`config.mk`:
```
export PLATFORM = sky130hd
export DESIGN_NAME = pulse_swallow_div
export DESIGN_NICKNAME = d
export VERILOG_FILES = /design/src/rtl/psd_pkg.sv /design/src/rtl/psd_prescaler.sv /design/src/rtl/psd_shadow.sv /design/src/rtl/psd_swallow.sv /design/src/rtl/pulse_swallow_div.sv
export SDC_FILE = /design/constraint.sdc
export NUM_CORES = 1
export LEC_CHECK = 0
export CORE_UTILIZATION = 49
export DETAILED_ROUTE_END_ITERATION = 16
export GPL_ROUTABILITY_DRIVEN = 0
export PLACE_DENSITY = 0.67
export SYNTH_ARGS = -nofsm -noshare
export SYNTH_HDL_FRONTEND = slang
export SYNTH_SLANG_ARGS = --single-unit
```
`constraint.sdc`:
```
create_clock -name clk_rf -period 2.7 [get_ports clk_rf]
set_input_delay 0.405 -clock clk_rf [delete_from_list [all_inputs] [get_ports clk_rf]]
set_output_delay 0.405 -clock clk_rf [all_outputs]
set_load 0.01 [all_outputs]
```
`src/rtl/psd_pkg.sv`:
```
`timescale 1ns/1ps
package psd_pkg;

   // Prescaler pair selector values
   localparam int unsigned PS_PAIR_8_9   = 0;
   localparam int unsigned PS_PAIR_32_33 = 1;

   // Low modulus P for a given selector
   function automatic int unsigned ps_base(input int unsigned sel);
      return (sel == PS_PAIR_32_33) ? 32 : 8;
   endfunction

endpackage

```
`src/rtl/psd_prescaler.sv`:
```
`timescale 1ns/1ps
module psd_prescaler #(
   parameter int unsigned P_BASE = 8
) (
   input  logic clk,
   input  logic rst_n,
   input  logic hold,
   input  logic swallow,
   output logic tick
);
   localparam int unsigned CW = $clog2(P_BASE + 1);
   localparam logic [CW-1:0] LIM_HI = CW'(P_BASE);
   localparam logic [CW-1:0] LIM_LO = CW'(P_BASE - 1);

   logic [CW-1:0] pc;
   logic [CW-1:0] limit;

   always_comb begin
      limit = swallow ? LIM_HI : LIM_LO;
      tick  = !hold && (pc == limit);
   end

   always_ff @(posedge clk or negedge rst_n) begin
      if (!rst_n)
         pc <= '0;
      else if (hold || tick)
         pc <= '0;
      else
         pc <= pc + 1'b1;
   end


   pc_range_chk: assert property (@(posedge clk) disable iff (!rst_n)
      pc <= limit);

endmodule

```
`src/rtl/psd_shadow.sv`:
```
`timescale 1ns/1ps
module psd_shadow #(
   parameter int unsigned A_W   = 5,
   parameter int unsigned B_W   = 13,
   parameter int unsigned RST_A = 0,
   parameter int unsigned RST_B = 1
) (
   input  logic           clk,
   input  logic           rst_n,
   input  logic           load,
   input  logic [A_W-1:0] a_in,
   input  logic [B_W-1:0] b_in,
   output logic [A_W-1:0] sh_a,
   output logic [B_W-1:0] sh_b,
   output logic           load_err
);
   logic           bad;
   logic [B_W-1:0] a_wide;

   always_comb begin
      a_wide = {{(B_W-A_W){1'b0}}, a_in};
      bad    = (b_in == '0) || (a_wide > b_in);
   end

   always_ff @(posedge clk or negedge rst_n) begin
      if (!rst_n) begin
         sh_a     <= A_W'(RST_A);
         sh_b     <= B_W'(RST_B);
         load_err <= 1'b0;
      end else begin
         load_err <= load && bad;
         if (load && !bad) begin
            sh_a <= a_in;
            sh_b <= b_in;
         end
      end
   end


   refused_keeps_chk: assert property (@(posedge clk) disable iff (!rst_n)
      load_err |-> ($stable(sh_a) && $stable(sh_b)));


   stored_pair_chk: assert property (@(posedge clk) disable iff (!rst_n)
      (sh_b != '0) && ({{(B_W-A_W){1'b0}}, sh_a} <= sh_b));

endmodule

```
`src/rtl/psd_swallow.sv`:
```
`timescale 1ns/1ps
module psd_swallow #(
   parameter int unsigned A_W   = 5,
   parameter int unsigned B_W   = 13,
   parameter int unsigned RST_A = 0,
   parameter int unsigned RST_B = 1
) (
   input  logic           clk,
   input  logic           rst_n,
   input  logic           hold,
   input  logic           tick,
   input  logic [A_W-1:0] sh_a,
   input  logic [B_W-1:0] sh_b,
   output logic           mod_ctl,
   output logic           out_pulse
);
   logic [A_W-1:0] a_cnt;
   logic [B_W-1:0] b_cnt;
   logic           last;

   always_comb begin
      mod_ctl = (a_cnt != '0);
      last    = (b_cnt <= B_W'(1));
   end

   // Counters advance once per prescaler cycle (tick is the enable)
   always_ff @(posedge clk or negedge rst_n) begin
      if (!rst_n) begin
         a_cnt     <= A_W'(RST_A);
         b_cnt     <= B_W'(RST_B);
         out_pulse <= 1'b0;
      end else if (hold) begin
         a_cnt     <= sh_a;
         b_cnt     <= sh_b;
         out_pulse <= 1'b0;
      end else if (tick) begin
         if (last) begin
            a_cnt     <= sh_a;
            b_cnt     <= sh_b;
            out_pulse <= 1'b1;
         end else begin
            a_cnt     <= mod_ctl ? a_cnt - 1'b1 : a_cnt;
            b_cnt     <= b_cnt - 1'b1;
            out_pulse <= 1'b0;
         end
      end else begin
         out_pulse <= 1'b0;
      end
   end


   a_within_b_chk: assert property (@(posedge clk) disable iff (!rst_n)
      {{(B_W-A_W){1'b0}}, a_cnt} <= b_cnt);


   pulse_single_chk: assert property (@(posedge clk) disable iff (!rst_n)
      out_pulse |=> !out_pulse);


   hold_quiet_chk: assert property (@(posedge clk) disable iff (!rst_n)
      hold |=> !out_pulse);


   mod_steady_chk: assert property (@(posedge clk) disable iff (!rst_n)
      (!tick && !hold) |=> $stable(mod_ctl));


   pulse_on_tick_chk: assert property (@(posedge clk) disable iff (!rst_n)
      $rose(out_pulse) |-> $past(tick));

endmodule

```
`src/rtl/pulse_swallow_div.sv`:
```
`timescale 1ns/1ps
module pulse_swallow_div #(
   parameter int unsigned PS_SEL = 0,
   parameter int unsigned A_W    = 5,
   parameter int unsigned B_W    = 13,
   parameter int unsigned RST_A  = 0,
   parameter int unsigned RST_B  = 1
) (
   input  logic           clk_rf,
   input  logic           rst_n,
   input  logic           cnt_rst,
   input  logic [A_W-1:0] div_a,
   input  logic [B_W-1:0] div_b,
   input  logic           load,
   output logic           div_out,
   output logic           mod_ctl,
   output logic           load_err
);
   localparam int unsigned P_BASE = psd_pkg::ps_base(PS_SEL);

   // Elaboration-time parameter checks
   generate
      if (PS_SEL > psd_pkg::PS_PAIR_32_33) begin : g_bad_sel
         $error("PS_SEL must be 0 (8/9) or 1 (32/33)");
      end
      if (A_W < 1 || B_W <= A_W) begin : g_bad_width
         $error("widths need 1 <= A_W < B_W");
      end
      if (RST_B < 1 || RST_A > RST_B || RST_B >= (1 << B_W)) begin : g_bad_rst
         $error("reset pair must satisfy 1 <= RST_B, RST_A <= RST_B");
      end
   endgenerate

   logic           tick;
   logic [A_W-1:0] sh_a;
   logic [B_W-1:0] sh_b;

   psd_shadow #(.A_W(A_W), .B_W(B_W), .RST_A(RST_A), .RST_B(RST_B)) u_shadow (
      .clk(clk_rf), .rst_n(rst_n), .load(load), .a_in(div_a), .b_in(div_b),
      .sh_a(sh_a), .sh_b(sh_b), .load_err(load_err));

   psd_prescaler #(.P_BASE(P_BASE)) u_presc (
      .clk(clk_rf), .rst_n(rst_n), .hold(cnt_rst), .swallow(mod_ctl),
      .tick(tick));

   psd_swallow #(.A_W(A_W), .B_W(B_W), .RST_A(RST_A), .RST_B(RST_B)) u_count (
      .clk(clk_rf), .rst_n(rst_n), .hold(cnt_rst), .tick(tick),
      .sh_a(sh_a), .sh_b(sh_b), .mod_ctl(mod_ctl), .out_pulse(div_out));


   reset_quiet_chk: assert property (@(posedge clk_rf)
      !rst_n |=> (!div_out && !load_err));

endmodule

```
After elaboration in Yosys (flattened, before gate mapping)
Index checks and enable logic that the tools add are counted.
- order comparisons: 2
- add/subtract/negate cells: 3
- eq/ne operators: 1
- mux-type cells: 12
- reductions and logical operators: 12
- operators by type and width (operator ; number):
    $mux W13 ; 3
    $mux W5 ; 4
    $gt A5 B13 Y1 ; 1
    $le A13 B1 Y1 const B ; 1
    $logic_not A13 Y1 ; 1
    $sub A13 B1 Y13 const B ; 1
    $mux W4 ; 2
    $reduce_bool A5 Y1 ; 1
    $sub A5 B1 Y5 const B ; 1
    $add A4 B1 Y4 const B ; 1
    $eq A4 B4 Y1 ; 1
    $logic_and A1 B1 Y1 ; 3
    $mux W1 ; 3
    $reduce_bool A3 Y1 ; 1
    $logic_not A1 Y1 ; 2
    $logic_or A1 B1 Y1 ; 2
    $reduce_and A2 Y1 ; 1
    $reduce_bool A2 Y1 ; 1
- output and inout port bits: 3
- flip-flop bits (word level): 42
- word-level logic and storage cells: 37
- input bits: 22

Logic depth before layout (Yosys ltp)
- depth in word-level cells: 6
- gate-level depth with buffers: 9
- gate-level depth less buffers: 8

Cells and area by module
Synthesis repeated with hierarchy kept, for this count alone.
- cell total of the unflattened synthesis: 223
- area total of the unflattened synthesis: 2368.5 µm²
- modules (own cells, without submodules) (module ; area each (µm²) ; times used ; cells an instance ; seq. area each (µm²)):
    psd_swallow ; 1277.5 ; 1 ; 142 ; 476.7
    psd_shadow ; 877.1 ; 1 ; 63 ; 476.7
    psd_prescaler ; 214.0 ; 1 ; 18 ; 100.1

Worst setup path after synthesis
OpenSTA, ideal clock, no wires.
- kind: input port to flip-flop
- start: input div_b[3]
- end: register u_shadow.sh_a[0]
- data required time: 2.575 ns
- cell stages on the path: 8
- buffers on the path: 1
- slack: 0.503 ns
- arrival: 2.072 ns
- setup time: 0.125 ns
- path through: inv_1 -> ha_1 -> a21o_1 -> a21oi_1 -> o21ai_0 -> a31oi_2 -> buf_6 -> mux2_4
- longest elaborated chain between the ends: 4
- elaborated cells on any way between the ends: 5
- RTL lines (what ; line ; source):
    start: declaration ; pulse_swallow_div.sv:13 ; input logic [B_W-1:0] div_b,
    $gt A5 B13 Y1 / $logic_not A13 Y1 (equally long branches) ; psd_shadow.sv:22 ; bad = (b_in == '0) || (a_wide > b_in);
    $logic_or A1 B1 Y1 (*) ; psd_shadow.sv:22 ;
    $logic_not A1 Y1 (*) ; psd_shadow.sv:32 ; if (load && !bad) begin
    $logic_and A1 B1 Y1 (*) ; psd_shadow.sv:32 ;
    end signal: assignment ; psd_shadow.sv:27 ; sh_a <= A_W'(RST_A);
    end signal: assignment ; psd_shadow.sv:33 ; sh_a <= a_in;
    end: declaration ; psd_shadow.sv:13 ; output logic [A_W-1:0] sh_a,
Mark *: on every way between the ends. The rest lies on a longest branch, timed or not.
A chain may end at the register's enable or synchronous reset.

Worst setup path in the final report
- start: register u_count.a_cnt[0]
- end: register u_count.b_cnt[0]
- longest elaborated chain between the ends: 5
- RTL lines (what ; line ; source):
    start: declaration ; psd_swallow.sv:17 ; logic [A_W-1:0] a_cnt;
    start signal: assignment ; psd_swallow.sv:29 ; a_cnt <= A_W'(RST_A);
    start signal: assignment ; psd_swallow.sv:42 ; a_cnt <= mod_ctl ? a_cnt - 1'b1 : a_cnt;
    $reduce_bool A5 Y1 ; psd_swallow.sv:22 ; mod_ctl = (a_cnt != '0);
    $mux W4 ; psd_prescaler.sv:19 ; limit = swallow ? LIM_HI : LIM_LO;
    $eq A4 B4 Y1 ; psd_prescaler.sv:20 ; tick = !hold && (pc == limit);
    $logic_and A1 B1 Y1 ; psd_prescaler.sv:20 ;
    $reduce_bool A2 Y1 (no source line) ; -- ;
    end signal: assignment ; psd_swallow.sv:30 ; b_cnt <= B_W'(RST_B);
    end signal: assignment ; psd_swallow.sv:43 ; b_cnt <= b_cnt - 1'b1;
    end: declaration ; psd_swallow.sv:18 ; logic [B_W-1:0] b_cnt;
Every way passes these cells.

==> impl_summary.log <==
INFO  metric outcome = finished, violations left
INFO  metric failed_checks = DRC
INFO  metric pin_count_of_the_biggest_net_entering_global_routing = 43
INFO  metric cts_sinks = 42
INFO  metric port_buffers = 24
INFO  metric detailed_place.area = ~0.0027 mm2
INFO  metric postSynth.asyncResetShare = 100.0%
INFO  metric postLayoutCoreUtil = between 60% and 70%
INFO  metric post_layout_nonfiller_instances = between 300 and 400
INFO  metric cts_buffers = 5
INFO  metric synth_area_per_cell = roughly 11 um2
INFO  metric layout.nets = around 280
INFO  metric synth_seq_area_share = between 40% and 50%
INFO  metric initial_core_util = a little over half
INFO  metric synth_adder_area_share = around 4.9%
INFO  metric detail_route.wirelength = between 4000 and 5000 um
INFO  metric ctsRootBufferMaster = clkbuf_8
INFO  metric vdd_ir_drop_max = around 0.28 mV
INFO  metric area_share_of_xor_xnor_cells_in_the_synthesized_design = less than 1%
INFO  metric share_of_post_route_cells_with_drive_strength_above_1 = between 15 and 20%
INFO  metric synthTopCellsByArea = dfrtp_1 43%, mux2i_1 6.1%, mux2_4 5.8%
INFO  metric grt_first_pass_wirelength = roughly 7900 um
INFO  metric wire_per_inst = around 15 um
INFO  metric layout_common_cells = 40 x dfrtp_1, 23 x clkdlybuf4s50_1, 17 x nor2_1
INFO  metric remaining_drc_errors = 1
INFO  metric first_pass_iters = 10
INFO  metric power_density = 593.8 mW/mm2
INFO  metric synthMuxAreaShare = roughly 16%
INFO  metric synth_compound_area_share = 14.05%
INFO  metric first_global_vias = approximately 1.6k
INFO  metric synth-simple-area-share = 14.43%
INFO  metric postRouteAntennaNets = 0
INFO  metric fin_crit = approximately 2.5 ns
INFO  metric fp.coreArea = 0.004444 mm2
INFO  metric die_area = between 0.005 and 0.006 mm2
INFO  metric worst_setup_hold_path_clk_slew = approximately 0.080 ns
INFO  metric post_cts_resized = 0
INFO  metric timing.critical_path.arrival = 2.77 ns
INFO  metric rows = 24
INFO  metric clk_path_buf_depth = 2
INFO  metric tightest_slew = 1.074 ns
INFO  metric timing.critical_path.required = 2.93 ns
INFO  metric ctsHtreeMaxLevel = 2
INFO  metric finalSetupViolations = 0
INFO  metric timing.setup.tns = 0 ns
INFO  metric boundaryPins = 25
INFO  metric netlist_instances = ~220
INFO  metric layout_commonest_cell = dfrtp_1
INFO  metric die_w = roughly 71 um
INFO  metric critical_path.cell_chain = inv_1, ha_1, nor4b_2, buf_4, nor4_1, nor3_2, nor2_1, a221o_1
INFO  metric finalInstanceArea = ~0.0028 mm2
INFO  metric vias_per_cell = 5.767
INFO  metric antennaDiodeCount = 0
INFO  metric synth.top_cell.area_share = a little over two fifths
INFO  metric detailed_route_via_count = 1736
INFO  metric min_period_over_period = between 90% and 100%
INFO  metric postCtsSetupRepairBufs = 0
INFO  metric delay_of_the_slowest_critical_path_stage = approximately 0.81 ns
INFO  metric globalRouteTotalUtil = approximately a fifth
INFO  metric dominantRegCellSynth = dfrtp_1
INFO  metric post_cts_hold_buffer_count = 0
INFO  metric cp_max_fo = 18
INFO  metric worst-setup-path-type = flip-flop to flip-flop
INFO  metric grt.overflow.total = 0
INFO  metric synth_top_family_by_area = multiplexers
INFO  metric tritoncts = done
INFO  metric timing.critical_path.slowest_stage_cell = nor3_2
INFO  metric mappedNetlistNets = 247
INFO  metric finClkSkew = 0.008821 ns
INFO  metric sequential_cell_area = 0.001054 mm2
INFO  metric synth-seq-cells = 42
INFO  metric hpwlAfterDp = approximately 3400 um
INFO  metric synth_edf_count = 0
INFO  metric setup.worst_path.start_class = flip-flop
INFO  metric min-delay-path-class = input port to asynchronous set/reset pin
INFO  metric synth.distinct_cells = 40
INFO  metric multiInputGateArea = ~0.0012 mm2
INFO  metric timing.critical_path.to_type = flip-flop
INFO  metric layout-area-overhead-vs-synth = 19.19%
INFO  metric timing.fmax = between 300 and 400 MHz
INFO  metric die_height = ~70 um
INFO  metric clock_latency = 0.30 ns
INFO  metric fillCellCount = between 300 and 400
INFO  metric final_hold_vios = 0
INFO  metric report.final.slew_viol_count = 0
INFO  metric maxCapViolations = 0
INFO  metric synth-warning-count = 0
INFO  metric drt_first_iter_violations = 130
INFO  metric cellLeakagePower = 0.001225 uW
INFO  metric timing.slew.headroom = 27.99%
INFO  metric antenna_found_initial = 0
INFO  metric netlist_area = ~0.0023 mm2
INFO  metric final_worst_hold_slack = 0.2261 ns
INFO  metric placed_cells = 293
INFO  metric rsz0062_at_grt = false
INFO  metric yosys.area.top_type = dfrtp_1
==> sequential cells by signal, indices dropped and copies added, names as in the netlist <==
name	cells
u_count.b_cnt	13
u_shadow.sh_a	5
u_count.out_pulse	1
u_count.a_cnt	5
u_shadow.sh_b	13
u_shadow.load_err	1
u_presc.pc	4
==> layer usage <==
metal	track usage, %	vias to the layer above	part of all wire (%)
li1	-	858	-
met1	28.56	816	50
met2	31.30	55	44
met3	4.416	7	4.7
met4	7.333	0	1.6
met5	0	-	0
==> worst paths after layout <==
path / startpoint / to / slack, ns / cells past startpoint
worst min register to register: u_presc.pc[0] / u_presc.pc[0] / 0.49 / 1
worst max register to register: u_count.a_cnt[0] / u_count.b_cnt[0] / 0.17 / 8
min in group clk_rf: u_presc.pc[0] / u_presc.pc[0] / 0.49 / 1
worst min-delay path: rst_n / u_presc.pc[0] / 0.23 / 1
worst max-delay path: u_count.a_cnt[0] / u_count.b_cnt[0] / 0.17 / 8
max in group asynchronous: rst_n / u_shadow.sh_b[3] / 1.90 / 1
==> cell families (layout without fill, tap and decap cells) <==
group | after synthesis | after routing
AND/OR/NAND/NOR | 62 | 62
multiplexers | 32 | 32
adder cells (fa/ha/maj) | 9 | 9
AO/OA/AOI/OAI | 47 | 47
flip-flops | 42 | 42
buffers and inverters | 22 | 55
XOR/XNOR | 2 | 2
==> cell usage after synthesis, drive strengths merged (2+ instances only) <==
library cell / count
nand2b: 2
nor2: 17
or4: 4
or3: 4
a21oi: 8
o21ai: 15
mux2: 18
a211oi: 2
nor4: 4
nand2: 9
inv: 15
dfstp: 2
mux2i: 14
ha: 9
o2bb2ai: 7
a21o: 2
clkbuf: 2
dfrtp: 40
a22o: 3
nor3: 13
nand3: 4
nor4b: 2
buf: 5
a22oi: 3
==> power by group <==
part           leakage, uW  internal [uW]  switching (uW)
clock network    0.0000524            277             217
logic             0.000668            177             159
registers         0.000504            718            90.1
total              0.00122           1170             466
==> through the flow <==
stage,setup WS (ns),power [uW]
2_1_floorplan,0.5029,1024
3_3_place_gp,0.1401,1151
3_5_place_dp,0.09360,1155
4_1_cts,0.1834,1643
5_1_grt,0.005340,1730
6_report,0.1677,1638
==> cell type report <==
type	count	area share (%)
Clock inverter	1	1.088
Clock buffer	7	2.766
Sequential cell	42	38.19
Multi-Input combinational cell	152	42.40
Inverter	15	2.041
Timing Repair Buffer	32	11.16
Tap cell	52	2.358
==> worst max-delay path, delay by kind of cell, from the launching register on <==
family	cells	cell delay [ns]
adder cells (fa/ha/maj)	1	0.19
AND/OR/NAND/NOR	4	1.29
AO/OA/AOI/OAI	1	0.33
flip-flops	1	0.39
buffers and inverters	2	0.26
Note: power is estimated with default switching activity, not from simulation.
